[src/rtl/scsi_dma_pkg.sv]
package scsi_dma_pkg;

  typedef enum logic [2:0] {
    ST_IDLE, ST_HWAIT, ST_HBUSY, ST_BREQ, ST_BREL, ST_DONE
  } xfer_st_e;

  typedef enum logic [1:0] {
    CZ_NONE = 2'd0, CZ_EOP = 2'd1, CZ_MISM = 2'd2, CZ_MODE = 2'd3
  } stop_cause_e;

  localparam int MB_EN   = 1;
  localparam int MB_TGT  = 3;
  localparam int MB_SEND = 4;

  function automatic logic [7:0] pack_status(logic drq, logic irq, logic en,
                                             stop_cause_e cz);
    return {1'b0, drq, irq, 1'b0, cz, en, 1'b0};
  endfunction

  function automatic logic run_reached(int unsigned run, int unsigned min_cyc);
    return (run + 1) == min_cyc;
  endfunction

endpackage

[src/rtl/scsi_sync_bank.sv]
module scsi_sync_bank #(
  parameter int W      = 7,
  parameter int STAGES = 2
) (
  input  logic         clk,
  input  logic         rst_n,
  input  logic [W-1:0] d,
  output logic [W-1:0] q
);
  for (genvar g = 0; g < STAGES; g++) begin : g_stg
    logic [W-1:0] r;
    logic [W-1:0] src;
    if (g == 0) begin : g_first
      assign src = d;
    end else begin : g_next
      assign src = g_stg[g-1].r;
    end
    always_ff @(posedge clk or negedge rst_n) begin
      if (!rst_n) r <= '0;
      else        r <= src;
    end
  end
  assign q = g_stg[STAGES-1].r;
endmodule

[src/rtl/scsi_eop_qual.sv]
module scsi_eop_qual import scsi_dma_pkg::*; #(
  parameter int MIN_CYC = 5
) (
  input  logic clk,
  input  logic rst_n,
  input  logic eop,
  input  logic dack,
  input  logic rd,
  input  logic wr,
  output logic eop_ok,
  output logic eop_warn
);
  localparam int CW = $clog2(MIN_CYC + 1);

  logic [CW-1:0] run;
  logic overlap, loose, loose_q;

  assign overlap  = eop && dack && (rd || wr);
  assign loose    = eop && !rd && !wr;
  assign eop_ok   = overlap && run_reached(int'(run), MIN_CYC);
  assign eop_warn = loose && !loose_q;

  always_ff @(posedge clk or negedge rst_n) begin
    if (!rst_n) begin
      run     <= '0;
      loose_q <= 1'b0;
    end else begin
      loose_q <= loose;
      if (!overlap)                  run <= '0;
      else if (run != CW'(MIN_CYC))  run <= run + 1'b1;
    end
  end
endmodule

[src/rtl/scsi_xfer_seq.sv]
module scsi_xfer_seq import scsi_dma_pkg::*; #(
  parameter int DW = 8
) (
  input  logic          clk,
  input  logic          rst_n,
  input  logic          dma_en,
  input  logic          tgt,
  input  logic          send,
  input  logic          dack,
  input  logic          rd,
  input  logic          wr,
  input  logic          req,
  input  logic          ack,
  input  logic          pm,
  input  logic          eop_ok,
  input  logic          eop_warn,
  input  logic          irq_clr,
  input  logic [DW-1:0] host_din,
  input  logic [DW-1:0] scsi_din,
  output logic          drq,
  output logic          req_out,
  output logic          ack_out,
  output logic          irq,
  output stop_cause_e   cause,
  output logic [DW-1:0] odr,
  output logic [DW-1:0] idr,
  output logic          halt_eop,
  output logic          halt_mism,
  output logic          halt_mode
);
  xfer_st_e st;
  logic active, strobe, byte_end, eop_pend;

  always_comb begin
    strobe    = dack && (send ? wr : rd);
    active    = (st == ST_HWAIT) || (st == ST_HBUSY) ||
                (st == ST_BREQ)  || (st == ST_BREL);
    if (send) byte_end = (st == ST_BREL) && (tgt ? !ack : !req);
    else      byte_end = (st == ST_HBUSY) && !strobe;
    halt_mode = active && !dma_en;
    halt_mism = active && dma_en && !tgt && !pm && !ack_out;
    halt_eop  = active && dma_en && !halt_mism && byte_end &&
                (eop_pend || eop_ok);
    drq       = dma_en && (st == ST_HWAIT);
  end

  always_ff @(posedge clk or negedge rst_n) begin
    if (!rst_n) begin
      st       <= ST_IDLE;
      req_out  <= 1'b0;
      ack_out  <= 1'b0;
      irq      <= 1'b0;
      cause    <= CZ_NONE;
      odr      <= '0;
      idr      <= '0;
      eop_pend <= 1'b0;
    end else begin
      if (irq_clr) irq <= 1'b0;
      if (halt_eop || halt_mism || (eop_warn && dma_en)) irq <= 1'b1;
      if (eop_warn && dma_en) cause <= CZ_EOP;
      if (!active)     eop_pend <= 1'b0;
      else if (eop_ok) eop_pend <= 1'b1;

      case (st)
        ST_IDLE:  if (dma_en) st <= send ? ST_HWAIT : ST_BREQ;
        ST_HWAIT: if (strobe) begin
                    if (send) odr <= host_din;
                    st <= ST_HBUSY;
                  end
        ST_HBUSY: if (!strobe) st <= ST_BREQ;
        ST_BREQ: begin
          if (tgt) begin
            if (!req_out) req_out <= 1'b1;
            else if (ack) begin
              if (!send) idr <= scsi_din;
              req_out <= 1'b0;
              st      <= ST_BREL;
            end
          end else if (req) begin
            if (!send) idr <= scsi_din;
            ack_out <= 1'b1;
            st      <= ST_BREL;
          end
        end
        ST_BREL: begin
          if (tgt) begin
            if (!ack) st <= ST_HWAIT;
          end else if (!req) begin
            ack_out <= 1'b0;
            st      <= ST_HWAIT;
          end
        end
        ST_DONE:  if (!dma_en) st <= ST_IDLE;
        default:  st <= ST_IDLE;
      endcase

      if (halt_mode) begin
        st <= ST_IDLE; req_out <= 1'b0; ack_out <= 1'b0; cause <= CZ_MODE;
      end else if (halt_mism) begin
        st <= ST_DONE; req_out <= 1'b0; ack_out <= 1'b0; cause <= CZ_MISM;
      end else if (halt_eop) begin
        st <= ST_DONE; req_out <= 1'b0; ack_out <= 1'b0; cause <= CZ_EOP;
      end
    end
  end
endmodule

[src/rtl/scsi_dma_term.sv]
module scsi_dma_term import scsi_dma_pkg::*; #(
  parameter int DW          = 8,
  parameter int EOP_MIN_CYC = 5,
  parameter int SYNC_STAGES = 2
) (
  input  logic          clk,
  input  logic          rst_n,
  input  logic          mode_we,
  input  logic [7:0]    mode_wdata,
  input  logic          irq_clr,
  output logic [7:0]    status,
  output logic          drq,
  input  logic          dack_n,
  input  logic          rd_n,
  input  logic          wr_n,
  input  logic          eop_n,
  input  logic [DW-1:0] host_din,
  output logic [DW-1:0] host_dout,
  input  logic          req_in,
  input  logic          ack_in,
  input  logic          phase_ok,
  input  logic [DW-1:0] scsi_din,
  output logic [DW-1:0] scsi_dout,
  output logic          req_out,
  output logic          ack_out,
  output logic          irq
);
  localparam int NSYNC = 7;

  logic dma_en, tgt_role, send_dir;
  logic dack_s, rd_s, wr_s, eop_s, req_s, ack_s, pm_s;
  logic eop_ok, eop_warn, halt_eop, halt_mism, halt_mode;
  logic [NSYNC-1:0] raw_in, syn_in;
  stop_cause_e cause;
  logic unused_mode_bits;

  assign unused_mode_bits = ^{mode_wdata[7:5], mode_wdata[2], mode_wdata[0]};

  always_ff @(posedge clk or negedge rst_n) begin
    if (!rst_n) begin
      dma_en <= 1'b0; tgt_role <= 1'b0; send_dir <= 1'b0;
    end else if (mode_we) begin
      dma_en   <= mode_wdata[MB_EN];
      tgt_role <= mode_wdata[MB_TGT];
      send_dir <= mode_wdata[MB_SEND];
    end
  end

  assign raw_in = {~dack_n, ~rd_n, ~wr_n, ~eop_n, req_in, ack_in, phase_ok};
  assign {dack_s, rd_s, wr_s, eop_s, req_s, ack_s, pm_s} = syn_in;

  scsi_sync_bank #(.W(NSYNC), .STAGES(SYNC_STAGES)) u_sync (
    .clk(clk), .rst_n(rst_n), .d(raw_in), .q(syn_in)
  );

  scsi_eop_qual #(.MIN_CYC(EOP_MIN_CYC)) u_eop (
    .clk(clk), .rst_n(rst_n), .eop(eop_s), .dack(dack_s), .rd(rd_s),
    .wr(wr_s), .eop_ok(eop_ok), .eop_warn(eop_warn)
  );

  scsi_xfer_seq #(.DW(DW)) u_seq (
    .clk(clk), .rst_n(rst_n), .dma_en(dma_en), .tgt(tgt_role),
    .send(send_dir), .dack(dack_s), .rd(rd_s), .wr(wr_s), .req(req_s),
    .ack(ack_s), .pm(pm_s), .eop_ok(eop_ok), .eop_warn(eop_warn),
    .irq_clr(irq_clr), .host_din(host_din), .scsi_din(scsi_din),
    .drq(drq), .req_out(req_out), .ack_out(ack_out), .irq(irq),
    .cause(cause), .odr(scsi_dout), .idr(host_dout),
    .halt_eop(halt_eop), .halt_mism(halt_mism), .halt_mode(halt_mode)
  );

  assign status = pack_status(drq, irq, dma_en, cause);
endmodule

[config.mk]
export PLATFORM = sky130hd
export DESIGN_NAME = scsi_dma_term
export DESIGN_NICKNAME = d
export VERILOG_FILES = /design/src/rtl/scsi_dma_pkg.sv /design/src/rtl/scsi_sync_bank.sv /design/src/rtl/scsi_eop_qual.sv /design/src/rtl/scsi_xfer_seq.sv /design/src/rtl/scsi_dma_term.sv
export SDC_FILE = /design/constraint.sdc
export NUM_CORES = 1
export LEC_CHECK = 0
export ABC_AREA = 1
export BUFFER_PORTS_ARGS = -buffer_cell sky130_fd_sc_hd__buf_2
export CORE_MARGIN = 5
export CORE_UTILIZATION = 38
export CTS_BUF_LIST = sky130_fd_sc_hd__clkbuf_8
export DETAILED_ROUTE_END_ITERATION = 12
export HOLD_SLACK_MARGIN = 0.08
export SLEW_MARGIN = 20
export SYNTH_ARGS = -nofsm -noshare
export SYNTH_HDL_FRONTEND = slang
export SYNTH_HIERARCHICAL = 1
export SYNTH_SLANG_ARGS = --single-unit
[constraint.sdc]
create_clock -name clk -period 4.9 [get_ports clk]
set_input_delay 0.245 -clock clk [delete_from_list [all_inputs] [get_ports clk]]
set_output_delay 0.245 -clock clk [all_outputs]
set_load 0.01 [all_outputs]
==> results.yml <==
placed_design:
  io_buffers: 54
  postPlaceCellArea_mm2: 0.00250
  post-place-cells: 349
  hpwl_um: 3150
  routabilityCongestion: 0.809
die:
  core_mm2: 0.00554
  die_w_um: 86.0
  die_height_um: 86.0
  ios: 63
  num_rows: 27
  die_area_mm2: 0.00739
  start_util_pct: 39.6
timing:
  slew-limit-headroom_pct: 61.6
  fmax_ghz: 0.568
  timing.final.hold_violations: 0
  fin_crit_sh_pct: 36.0
  maxSlewViolCount: 0
  rsz0062_at_grt: "no"
  period_needed_ns: 1.76
  worst_pin_slew_ns: 0.576
  finalSetupViolations: 0
  skew_ns: 0.00625
  finalSetupTns_ns: 0
layout:
  finish.instance_area_mm2: 0.00267
  fillers: 541
  antenna_cells: 0
  fin_cells: 365
  layout-drive-gt1-share_pct: 38.6
  area_growth_pct: 22.0
  nets: 330
clock_tree:
  cts_buffers: 5
  cts_resized: 0
  ctsRootBufferMaster: "clkbuf_8"
  cts_tree: "built"
  cts.clk_slew.worst_paths_ns: 0.09
  cts_buffer_depth: 2
  cts_max_level: 2
  cts_setup_buffers: 0
  clock-sinks: 46
  holdBufCountCts: 7
  insertion_delay_ns: 0.29
global_routing:
  grt_pass1_wl_um: 7220
  grt.total_usage_pct: 12.2
  grt_antenna_before_repair: 0
  grt_overflow: 0
  grt_pass1_vias: 1680
  grt_max_degree: 47
setup_path:
  crit_path_end_kind: "flip-flop"
  slowest_stage: "dfrtp_1"
  worst-endpoint-arrival_ns: 2.00
  worst-setup-path-type: "reg2reg"
  cp.required_ns: 5.14
  cpMostUsedCell: "nand2_1"
  critPathMaxStageDelay_ns: 0.42
  critical_path.startpoint_type: "flip-flop"
  worst-path-max-fanout: 4
  cp_cell_sequence: "ha_1 -> inv_1 -> nand2_1 -> nand2_1 -> nand2_2 -> nor2_2 -> nor2_1 -> inv_1 -> nand2_2 -> inv_2 -> nand2_2 -> o21bai_1 -> nor2_1 -> nor2_1 -> nand2_1 -> nand2_1"
routing:
  drt_iter0_drc: 76
  drc_errors: 0
  firstDrtPassIters: 4
  finalWirelength_um: 4170
  routedWlPerCell_um: 11.4
  drtAntennaViolNets: 0
  vias: 1647
  vias_per_cell: 4.51
logic_synthesis:
  ys_warn_count: 6
  syn_area_per_cell_um2: 9.57
  netlist_instances: 229
  netlist_area_mm2: 0.00219
power:
  ir_drop_uv: 299
  p_leak_nw: 1.45
  power_density_mw_per_mm2: 497
min_path:
  hold_path.class: "in2reg"
status:
  status: "completed"
job:
  cap_violations: 0
worst max-delay path, delay by kind of cell, from the launching register on:
family	cells	cell delay (ns)
adder cells (fa/ha/maj)	1	0.22
flip-flops	1	0.42
buffers and inverters	3	0.15
AO/OA/AOI/OAI	1	0.23
AND/OR/NAND/NOR	11	0.68
through the flow:
step | hold slack (ns) | total power [mW] | utilization [%] | setup slack, ns
final | 0.143 | 1.33 | 48.3 | 3.14
after global routing | 0.137 | 1.44 | 48.3 | 2.90
after CTS | 0.133 | 1.35 | 48.0 | 3.12
after detailed placement | 0.335 | 1.10 | 45.1 | 3.16
after global placement | 0.333 | 1.09 | 45.1 | 3.16
after floorplan | -0.0506 | 0.941 | - | 3.31
cells in the final DEF (no fill, tap or decap), drive strengths merged, types with 2 or more instances in the layout:
cell	instances
dlygate4sd3	8
nor3	4
o22ai	2
inv	35
nand3	13
a21oi	4
nor2	22
dfrtp	46
ha	3
buf	54
mux2	16
clkbuf	6
nand2	65
conb	3
o21ai	7
worst paths after layout:
path | start | endpoint | slack, ns | cells after the start
max reg2reg | u_eop/run[0] | u_seq/st[2] | 3.14 | 16
min in group asynchronous | rst_n | u_seq/idr[0] | 0.50 | 2
min reg2reg | u_sync/g_stg[0].r[0] | u_sync/q[0] | 0.35 | 0
max | u_eop/run[0] | u_seq/st[2] | 3.14 | 16
max in group asynchronous | rst_n | u_seq/eop_pend | 4.01 | 2
min | mode_wdata[4] | send_dir | 0.14 | 3
cell type report:
cell class	instances	area (µm²)	area share (%)
clock inverters	2	12.5	0.468
clock buffers	6	82.6	3.09
well taps	72	90.1	3.37
repair buffers	62	353	13.2
inverters	34	130	4.87
flip-flops and latches	46	1150	43.1
multi-input cells	143	855	32.0
routing by layer:
metal  global-route usage (%)  share of wire [%]  vias to the layer above
met2                     18.6                 43                       49
met1                     15.6                 47                      760
met5                        0                  0                        -
met3                     5.00                8.6                        5
met4                     4.32                1.1                        0
li1                         -                  -                      833
where the power goes:
part | switching (mW) | internal, mW | total [mW]
combinational | 0.301 | 0.226 | 0.527
clock | 0.126 | 0.115 | 0.240
sequential | 0.0763 | 0.486 | 0.562
total | 0.503 | 0.827 | 1.33
state kept, by name (all words and copies together), names as in the netlist, 2 cells and up:
signal and flops:
u_sync/q 7, u_seq/odr 8, u_seq/st 3, u_sync/g_stg.r 7, u_eop/run 3, u_seq/idr 8
u_seq/cause 2
Note: power is estimated with default switching activity, not from simulation.
